<file path="config.mk">
export PLATFORM = sky130hd
export DESIGN_NAME = bcast_cmd_enc
export DESIGN_NICKNAME = d
export VERILOG_FILES = /design/src/rtl/bce_pkg.sv /design/src/rtl/bce_gap.sv /design/src/rtl/bce_slot.sv /design/src/rtl/bcast_cmd_enc.sv
export SDC_FILE = /design/constraint.sdc
export NUM_CORES = 1
export LEC_CHECK = 0
export CORE_ASPECT_RATIO = 1.2
export CORE_MARGIN = 2
export CORE_UTILIZATION = 44
export CTS_CLUSTER_DIAMETER = 40
export CTS_CLUSTER_SIZE = 40
export DETAILED_ROUTE_END_ITERATION = 10
export GPL_TIMING_DRIVEN = 0
export PLACE_DENSITY = 0.72
export SYNTH_ARGS = -nofsm -noshare
export SYNTH_HDL_FRONTEND = slang
export SYNTH_SLANG_ARGS = --single-unit
</file>
<file path="constraint.sdc">
create_clock -name clk -period 1.9 [get_ports clk]
set_input_delay 0.285 -clock clk [delete_from_list [all_inputs] [get_ports clk]]
set_output_delay 0.285 -clock clk [all_outputs]
set_load 0.005 [all_outputs]
</file>
<file path="src/rtl/bce_pkg.sv">
package bce_pkg;
   localparam int WORD_W  = 8;
   localparam int PAY_W   = 6;
   localparam int TYPE_W  = 3;
   localparam int EVID_W  = 2;
   localparam int FLAG_W  = 3;
   localparam int PULSE_W = 2;
   localparam int CODE_W  = 2;

   typedef logic [PAY_W-1:0] payload_t;

   function automatic payload_t pay_trig(input logic [TYPE_W-1:0] t, input logic [EVID_W-1:0] e);
      return {1'b1, t, e};
   endfunction

   function automatic payload_t pay_fer(input logic [FLAG_W-1:0] f);
      return {2'b01, 1'b0, f};
   endfunction

   function automatic payload_t pay_cal(input logic [PULSE_W-1:0] p);
      return {4'b0001, p};
   endfunction

   function automatic payload_t pay_cmd(input logic [CODE_W-1:0] c);
      return {4'b0000, c};
   endfunction
endpackage

</file>
<file path="src/rtl/bce_gap.sv">
module bce_gap #(
   parameter int GAP_W = 8
) (
   input  logic             clk,
   input  logic             rst_n,
   input  logic             fire,
   input  logic [GAP_W-1:0] gap_len,
   output logic             open
);
   logic [GAP_W-1:0] cnt;

   if (GAP_W < 1) begin : g_bad_width
      $error("bce_gap: GAP_W must be at least 1");
   end

   always_ff @(posedge clk) begin
      if (!rst_n)             cnt <= '0;
      else if (fire)          cnt <= gap_len;
      else if (cnt != '0)     cnt <= cnt - 1'b1;
   end

   assign open = (cnt == '0);

   a_r10_quiet_in_gap: assert property (@(posedge clk) disable iff (!rst_n)
      (cnt != '0) |-> !fire);
   a_r10_gap_reload: assert property (@(posedge clk) disable iff (!rst_n)
      fire |=> (cnt == $past(gap_len)));
endmodule

</file>
<file path="src/rtl/bce_slot.sv">
module bce_slot #(
   parameter int DW            = 2,
   parameter bit ORBIT_ALIGNED = 1'b1
) (
   input  logic          clk,
   input  logic          rst_n,
   input  logic          req,
   input  logic [DW-1:0] din,
   input  logic          orbit,
   input  logic          fire,
   input  logic          win,
   output logic          elig,
   output logic [DW-1:0] dout
);
   logic pend;
   logic take;
   logic pend_nx;

   if (DW < 1) begin : g_bad_width
      $error("bce_slot: DW must be at least 1");
   end

   assign take    = req & ~pend;
   assign pend_nx = (pend & ~win) | take;

   always_ff @(posedge clk) begin
      if (!rst_n) begin
         pend <= 1'b0;
         dout <= '0;
      end else begin
         pend <= pend_nx;
         if (take) dout <= din;
      end
   end

   a_r11_data_held: assert property (@(posedge clk) disable iff (!rst_n)
      (pend && !win) |=> $stable(dout));

   if (ORBIT_ALIGNED) begin : g_orbit
      logic armed;
      always_ff @(posedge clk) begin
         if (!rst_n)      armed <= 1'b0;
         else if (orbit)  armed <= pend_nx;
         else if (take)   armed <= 1'b1;
         else             armed <= armed & ~(fire & pend & ~win);
      end
      assign elig = pend & armed;

      a_r9_arm_source: assert property (@(posedge clk) disable iff (!rst_n)
         $rose(armed) |-> ($past(orbit) || $past(req)));
   end else begin : g_free
      logic unused_orbit_fire;
      assign unused_orbit_fire = orbit ^ fire;
      assign elig = pend;
   end
endmodule

</file>
<file path="src/rtl/bcast_cmd_enc.sv">
module bcast_cmd_enc
   import bce_pkg::*;
#(
   parameter int GAP_W = 8
) (
   input  logic               clk,
   input  logic               rst_n,
   input  logic [GAP_W-1:0]   gap_len,
   input  logic               chan_rdy,
   input  logic               orbit,
   input  logic               l1_req,
   input  logic [TYPE_W-1:0]  l1_type,
   input  logic [EVID_W-1:0]  l1_evid,
   input  logic               fer_req,
   input  logic [FLAG_W-1:0]  fer_flags,
   input  logic               cal_req,
   input  logic [PULSE_W-1:0] cal_pulse,
   input  logic               cmd_req,
   input  logic [CODE_W-1:0]  cmd_code,
   input  logic               bcr_req,
   input  logic               ecr_req,
   output logic               bc_valid,
   output logic [WORD_W-1:0]  bc_word
);
   localparam int TRIG_DW = TYPE_W + EVID_W;

   if (GAP_W < 1 || GAP_W > 16) begin : g_bad_gap
      $error("bcast_cmd_enc: GAP_W out of range");
   end

   logic                 t_el, r_el, c_el, k_el;
   logic                 t_win, r_win, c_win, k_win;
   logic [TRIG_DW-1:0]   t_dat;
   logic [FLAG_W-1:0]    r_dat;
   logic [PULSE_W-1:0]   c_dat;
   logic [CODE_W-1:0]    k_dat;
   logic                 bcr_p, ecr_p;
   logic                 gap_open, any_pay, fire;
   payload_t             pay;

   assign any_pay = t_el | r_el | c_el | k_el;
   assign fire    = chan_rdy & gap_open & (any_pay | bcr_p | ecr_p);
   assign t_win   = fire & t_el;
   assign r_win   = fire & ~t_el & r_el;
   assign c_win   = fire & ~t_el & ~r_el & c_el;
   assign k_win   = fire & ~t_el & ~r_el & ~c_el & k_el;

   bce_slot #(.DW(TRIG_DW), .ORBIT_ALIGNED(1'b0)) u_trig (
      .clk, .rst_n, .req(l1_req), .din({l1_type, l1_evid}), .orbit, .fire,
      .win(t_win), .elig(t_el), .dout(t_dat));
   bce_slot #(.DW(FLAG_W), .ORBIT_ALIGNED(1'b1)) u_fer (
      .clk, .rst_n, .req(fer_req), .din(fer_flags), .orbit, .fire,
      .win(r_win), .elig(r_el), .dout(r_dat));
   bce_slot #(.DW(PULSE_W), .ORBIT_ALIGNED(1'b1)) u_cal (
      .clk, .rst_n, .req(cal_req), .din(cal_pulse), .orbit, .fire,
      .win(c_win), .elig(c_el), .dout(c_dat));
   bce_slot #(.DW(CODE_W), .ORBIT_ALIGNED(1'b1)) u_cmd (
      .clk, .rst_n, .req(cmd_req), .din(cmd_code), .orbit, .fire,
      .win(k_win), .elig(k_el), .dout(k_dat));

   bce_gap #(.GAP_W(GAP_W)) u_gap (
      .clk, .rst_n, .fire, .gap_len, .open(gap_open));

   always_comb begin
      if (t_el)      pay = pay_trig(t_dat[TRIG_DW-1:EVID_W], t_dat[EVID_W-1:0]);
      else if (r_el) pay = pay_fer(r_dat);
      else if (c_el) pay = pay_cal(c_dat);
      else if (k_el) pay = pay_cmd(k_dat);
      else           pay = '0;
   end

   always_ff @(posedge clk) begin
      if (!rst_n) begin
         bcr_p    <= 1'b0;
         ecr_p    <= 1'b0;
         bc_valid <= 1'b0;
         bc_word  <= '0;
      end else begin
         bcr_p    <= (bcr_p & ~fire) | (bcr_req & ~bcr_p);
         ecr_p    <= (ecr_p & ~fire) | (ecr_req & ~ecr_p);
         bc_valid <= fire;
         bc_word  <= fire ? {pay, ecr_p, bcr_p} : '0;
      end
   end

   a_r5_ctr_rides: assert property (@(posedge clk) disable iff (!rst_n)
      (fire && bcr_p) |=> (bc_valid && bc_word[0]));
   a_r7_trig_first: assert property (@(posedge clk) disable iff (!rst_n)
      (fire && t_el) |=> bc_word[7]);
   a_r6_bare_ctr: assert property (@(posedge clk) disable iff (!rst_n)
      (fire && !any_pay) |=> (bc_word[7:2] == 6'd0));
   a_r10_needs_chan: assert property (@(posedge clk) disable iff (!rst_n)
      bc_valid |-> $past(chan_rdy));
endmodule

</file>
Yosys cells after proc, flatten, opt, wreduce, memory -nomap -nowiden

Index checks and enable logic that the tools add are counted.
Widths: inputs -> output; s select.

$lt $le $gt $ge: 0
Multipliers: 0
Multiplexer cells: 12
Divide/modulo/power cells: 0
Equality and inequality tests: 0
Shift-type cells: 0
Bitwise logic cells: 60
Reductions and logical operators: 4
$add $sub $neg: 1

Operators by type and width:

| operator            | count |
|---|---|
| $and 1x1->1         | 33 |
| $mux 8              | 2 |
| $not 1->1           | 16 |
| $or 1x1->1          | 11 |
| $logic_not 8->1     | 1 |
| $reduce_bool 8->1   | 1 |
| $sub 8x1->8 const B | 1 |
| $mux 1              | 6 |
| $mux 6              | 1 |
| $mux 5              | 1 |
| $mux 3              | 1 |
| $mux 2              | 1 |
| $reduce_and 2->1    | 1 |
| $reduce_bool 2->1   | 1 |

Latch bits: 0
Memory bits (writable): 0
Logic and storage cells: 93
Memories: 0
Memory bits (read-only): 0
Register bits after elaboration: 38

Logic depth before layout (Yosys ltp)

Depth after elaboration: 17
Gate-level depth with buffers: 8
Gate-level depth less buffers: 7

By module

Synthesis repeated with hierarchy kept, for this count alone.

Cell total of the unflattened synthesis: 187
Area, all modules: 1773.0 sq um

Modules (own cells, without submodules):

| module                | seq. area each (sq um) | area each (sq um) | cells an instance | instances |
|---|---|---|---|---|
| bcast_cmd_enc         | 220.2                  | 496.7             | 53                | 1 |
| bce_gap               | 160.2                  | 457.9             | 51                | 1 |
| bce_slot at u_cal ... | 80.1                   | 176.4             | 18                | 2 |
| bce_slot at u_trig    | 120.1                  | 246.5             | 26                | 1 |
| bce_slot at u_fer     | 100.1                  | 219.0             | 21                | 1 |

Least setup slack after synthesis

Ideal clock, no wire load.

Kind: reg2reg
Start: register u_gap.cnt[0]
End: register u_cmd.g_orbit.armed
Setup slack: 0.254 ns
Library setup time: 0.120 ns
Arrival time: 1.526 ns
Period minus slack after synthesis: 1.646 ns
Buffers on the path: 1
Cell stages (with the launch flop): 8
Cell sequence: dfxtp_1 inv_1 ha_1 nor4b_4 and3_1 buf_4 a21oi_1 o31a_1

Longest elaborated chain between the ends: 13

Ends and longest elaborated chain:

| item                         | line                           | source |
|---|---|---|
| start: declaration           | bce_gap.sv:10                  | `logic [GAP_W-1:0] cnt;` |
| start signal: assignment     | bce_gap.sv:18                  | `else if (fire) cnt <= gap_len;` |
| start signal: assignment     | bce_gap.sv:19                  | `else if (cnt != '0) cnt <= cnt - 1'b1;` |
| $logic_not 8->1 (*)          | bce_gap.sv:22                  | `assign open = (cnt == '0);` |
| $and 1x1->1 (*) (2 in a row) | bcast_cmd_enc.sv:42            | `assign fire = chan_rdy & gap_open & (any_pay \| bcr_p \| ecr_p);` |
| $and 1x1->1 (4 in a row)     | bcast_cmd_enc.sv:46            | `assign k_win = fire & ~t_el & ~r_el & ~c_el & k_el;` |
| $not 1->1                    | bce_slot.sv:24, bce_slot.sv:45 |  |
| $and 1x1->1                  | bce_slot.sv:45                 | `else armed <= armed & ~(fire & pend & ~win);` |
| $not 1->1                    | bce_slot.sv:45                 |  |
| $and 1x1->1                  | bce_slot.sv:45                 |  |
| $mux 1                       | bce_slot.sv:44                 | `else if (take) armed <= 1'b1;` |
| $mux 1 (*)                   | bce_slot.sv:43                 | `else if (orbit) armed <= pend_nx;` |
| end signal: assignment       | bce_slot.sv:43                 |  |
| end signal: assignment       | bce_slot.sv:45                 |  |
| end: declaration             | bce_slot.sv:40                 | `logic armed;` |

Mark *: on every way between the ends. The rest lies on a longest branch, timed or not.
A chain may end at the register's enable or synchronous reset.

Final worst setup path

Same ends and word-level chain as after synthesis.

==> tab_implementation.tex <==
\begin{tabular}{lr}
\hline
Metric & Value \\
\hline
\multicolumn{2}{l}{\textbf{GRT}} \\
First-pass GRT wire length & 6.40 mm \\
Number of antenna violations at the first check in global routing & 0 \\
Pin count of the biggest net entering global routing & 12 \\
Total global routing track utilization & 19.8\% \\
Sum of overflow across all layers after global routing & 0 \\
Via count of the first global-routing pass & 1409 \\
\multicolumn{2}{l}{\textbf{Route}} \\
Vias per cell & 5.25 \\
Final antenna-violating net count & 0 \\
Drc violations & 0 \\
Violation count after the first detailed-routing iteration & 49 \\
Average detailed-routed wire length per instance & 13.9 um \\
Via count & between 1000 and 1500 \\
Total length of routed wires & 3.81 mm \\
Number of detailed-routing iterations run before antenna repair & 4 \\
\multicolumn{2}{l}{\textbf{Clock tree}} \\
Longest Clk Path Bufs & 2 \\
Clock root buffer & sky130\_fd\_sc\_hd\_\_clkbuf\_8 \\
H-tree lvl count & 2 \\
Clock-pin slew on the worst setup and hold paths & roughly 0.070 ns \\
Clock network latency to the later pin of the worst-skew pair & 0.29 ns \\
Clock tree from TritonCTS & yes \\
Sinks on Clock Net & 38 \\
Clock buffer count from CTS & 5 \\
\multicolumn{2}{l}{\textbf{Die}} \\
Starting density of the core & 45.9\% \\
Row count & 24 \\
Die W & 60.4 um \\
DIE HEIGHT & 71.7 um \\
Area of the core region & 3660 um\^{}2 \\
Total die area & 4330 um\^{}2 \\
Total I/O pin count & 39 \\
\multicolumn{2}{l}{\textbf{Logic synthesis}} \\
Synth Warn \# & 0 \\
Number of register bits inferred by synthesis & 38 \\
Number of different library cells in the post-synthesis netlist & 39 \\
Mapped Avg Cell Area & 9.66 um\^{}2 \\
Mapped Cells & 174 \\
Part of the Yosys area used for sequential elements & 45.2\% \\
Post-Synthesis Cell Area & 1680 um\^{}2 \\
Syn\_nets & a little over 200 \\
\multicolumn{2}{l}{\textbf{Setup path}} \\
Startpoint type of the worst setup path & register \\
Type of the worst setup path & register to register \\
Worst Setup End Kind & register \\
Data arrival, critical path & 1.96 ns \\
CP max stage delay & 0.33 ns \\
Cells traversed along the worst timing path & inv\_1 > ha\_2 > nor4b\_4 > and3\_1 > buf\_4 > a21oi\_1 > o31a\_1 \\
CP Buf/Inv Count & 2 \\
Largest driver fanout on the critical path & 9 \\
Required @ worst endpoint & roughly 2.1 ns \\
Slowest library cell on the worst path & sky130\_fd\_sc\_hd\_\_dfxtp\_1 \\
Gate family responsible for the most delay along the worst path & simple AND/OR/NAND/NOR gates \\
\multicolumn{2}{l}{\textbf{Place}} \\
Final estimated routing congestion in global placement & approximately 0.8 \\
Detailed Place HPWL & 2.83 mm \\
Count of buffers from port buffering & 37 \\
Post-Place Worst Slack & 0.00666 ns \\
\multicolumn{2}{l}{\textbf{Timing}} \\
Unrepaired setup endpoints after global routing & no \\
Hold Fails Final Rpt & 0 \\
Maximum clock skew at final layout & 0.00354 ns \\
Transition time of the tightest slew-check pin & 0.525 ns \\
FMAX & 561 MHz \\
Final worst path period share & 93.9\% \\
Final Critical Period & around 1.8 ns \\
Total negative slack for setup checks & 0 ns \\
Final max-slew violation count & 0 \\
Post-route worst setup slack & 0.116 ns \\
Count of endpoints failing setup in the final report & 0 \\
Worst relative slew slack & 65.0\% \\
\multicolumn{2}{l}{\textbf{Run}} \\
Number of maximum-capacitance violations & 0 \\
\multicolumn{2}{l}{\textbf{Layout}} \\
Antenna diode count & 0 \\
Share of final-layout standard cells stronger than drive strength 1 & 12.2\% \\
Most common library cell in the layout ignoring fill and taps & sky130\_fd\_sc\_hd\_\_dfxtp\_1 \\
Commonest non-fill, non-tap cells in the layout & 38 x sky130\_fd\_sc\_hd\_\_dfxtp\_1, 37 x sky130\_fd\_sc\_hd\_\_clkdlybuf4s50\_1, 22 x sky130\_fd\_sc\_hd\_\_nor2\_1 \\
Fin nets & approximately 250 \\
Area added between synthesis and finish & 32.6\% \\
\multicolumn{2}{l}{\textbf{Pwr}} \\
Total Power & 2430 uW \\
Largest voltage drop on the vdd net & 0.000559 V \\
Power density over the cells & around 1100 nW/um\^{}2 \\
Sequential cell fraction of total power & 42.1\% \\
Leakage power total & about 0.00085 uW \\
Proportion of power drawn by combinational gates & 36.7\% \\
Net switching share of the total power & between 30\% and 40\% \\
Power share of the clock group & between 20\% and 30\% \\
Cell internal pwr & 1620 uW \\
Switching power & between 800 and 900 uW \\
\multicolumn{2}{l}{\textbf{Outcome}} \\
Status & completed \\
\multicolumn{2}{l}{\textbf{Min path}} \\
Worst min path class & input port to register \\
\hline
\end{tabular}
## synth_stat cells
cell,instances,area share (%)
sky130_fd_sc_hd__a32oi_1,1,0.52
sky130_fd_sc_hd__a2111oi_1,1,0.60
sky130_fd_sc_hd__nand2b_1,2,0.74
sky130_fd_sc_hd__a222oi_1,1,0.60
sky130_fd_sc_hd__a31oi_1,10,3.7
sky130_fd_sc_hd__nand4_1,2,0.74
sky130_fd_sc_hd__o21a_1,1,0.45
sky130_fd_sc_hd__o31a_1,2,1.0
sky130_fd_sc_hd__a211o_1,1,0.52
sky130_fd_sc_hd__mux2_2,4,2.7
sky130_fd_sc_hd__and2_1,3,1.1
sky130_fd_sc_hd__inv_2,1,0.22
sky130_fd_sc_hd__nand2_1,5,1.1
sky130_fd_sc_hd__nand3_1,8,2.4
sky130_fd_sc_hd__clkbuf_1,5,1.1
sky130_fd_sc_hd__nor4b_4,1,1.4
sky130_fd_sc_hd__nor3_1,3,0.89
sky130_fd_sc_hd__nor3_2,1,0.60
sky130_fd_sc_hd__a22oi_1,2,0.89
sky130_fd_sc_hd__inv_1,5,1.1
sky130_fd_sc_hd__nor2b_1,3,1.1
sky130_fd_sc_hd__a21oi_1,11,3.3
sky130_fd_sc_hd__and3b_1,1,0.52
sky130_fd_sc_hd__and2b_1,1,0.45
sky130_fd_sc_hd__ha_1,2,1.5
sky130_fd_sc_hd__dfxtp_1,38,45
sky130_fd_sc_hd__nand2_4,1,0.67
sky130_fd_sc_hd__or3b_2,1,0.52
sky130_fd_sc_hd__a211oi_1,6,2.7
sky130_fd_sc_hd__nand3_4,1,1.0
sky130_fd_sc_hd__buf_4,1,0.45
sky130_fd_sc_hd__a221oi_4,1,1.6
sky130_fd_sc_hd__mux2i_1,14,8.3
sky130_fd_sc_hd__or3b_1,1,0.52
sky130_fd_sc_hd__nand3b_1,1,0.45
sky130_fd_sc_hd__buf_6,3,2.0
sky130_fd_sc_hd__nor2_1,22,4.9
sky130_fd_sc_hd__and3_1,3,1.1
sky130_fd_sc_hd__o21ai_0,4,1.2
## worst reg2reg max path, cell delays in order, from the launching register on
cell and delay (ns):
sky130_fd_sc_hd__dfxtp_1 0.33, sky130_fd_sc_hd__inv_1 0.12, sky130_fd_sc_hd__ha_2 0.21, sky130_fd_sc_hd__nor4b_4 0.27, sky130_fd_sc_hd__and3_1 0.20, sky130_fd_sc_hd__buf_4 0.17
sky130_fd_sc_hd__a21oi_1 0.08, sky130_fd_sc_hd__o31a_1 0.30
## state kept, by name, indices dropped and copies added (netlist names), 2 cells and up
| name | count |
|---|---|
| u_gap.cnt | 8 |
| bc_word | 8 |
| u_cal.dout | 2 |
| u_fer.dout | 3 |
| u_cmd.dout | 2 |
| u_trig.dout | 5 |
## path summary, 6_finish.rpt
| path | from | to | slack, ns | cells past startpoint |
|---|---|---|---|---|
| hold reg to reg | u_trig.dout[3] | bc_word[5] | 0.49 | 1 |
| hold / removal | rst_n | u_gap.cnt[1] | 0.44 | 2 |
| setup reg to reg | u_gap.cnt[0] | u_cmd.g_orbit.armed | 0.12 | 7 |
| setup / recovery | u_gap.cnt[0] | u_cmd.g_orbit.armed | 0.12 | 7 |
## through the flow
| stage | cell area [um^2] | instances | utilization [%] | hold slack (ns) |
|---|---|---|---|---|
| final | 2230 | 273 | 60.9 | 0.442 |
| after global routing | 2230 | 273 | 60.9 | 0.464 |
| after CTS | 2220 | 273 | 60.6 | 0.440 |
| after detailed placement | 2120 | 263 | 57.8 | 0.473 |
| after global placement | 2120 | 263 | 57.8 | 0.465 |
| after floorplan | 1680 | 174 | - | 0.432 |
## per-layer routing
layer | share of wire (%) | vias up | GRT usage (%)
met5 | 0 | - | 0
li1 | - | 727 | -
met1 | 41 | 658 | 22.9
met4 | 2.0 | 0 | 9.18
met2 | 52 | 41 | 33.1
met3 | 4.8 | 8 | 5.60
## logic make-up (layout without fill, tap and decap cells)
| kind of cell | Yosys count | after routing | share of synthesized area, % |
|---|---|---|---|
| compound gates | 41 | 41 | 17.0 |
| fa+ha+maj | 2 | 2 | 1.49 |
| buf+inv | 15 | 62 | 4.91 |
| flops | 38 | 38 | 45.2 |
| mux | 18 | 18 | 11.0 |
| simple gates | 60 | 60 | 20.3 |
## power by group through the flow
stage	Clock, uW	Sequential [uW]	Combinational [uW]
after floorplan	0	1010	596
after global placement	0	1030	780
after detailed placement	0	1040	801
after CTS	534	1020	874
after global routing	557	1040	989
final	515	1020	889
## final cells by class
class | instances | area, um^2
Clock inverter | 1 | 7.51
Clock buffer | 6 | 72.6
Multi-Input combinational cell | 121 | 848
Fill cell | 343 | 1430
Inverter | 6 | 22.5
Tap cell | 52 | 65.1
Buffer | 9 | 60.1
Sequential cell | 38 | 761
Timing Repair Buffer | 40 | 393
## timing repair
item | CTS | global route
endpoints found under the setup margin | 1 | 6
gates resized for setup | 0 | 3
setup buffers | 3 | 0
hold endpoints to repair | 0 | 0
hold buffers | 0 | 0
Power figures use the tool's default switching activity.
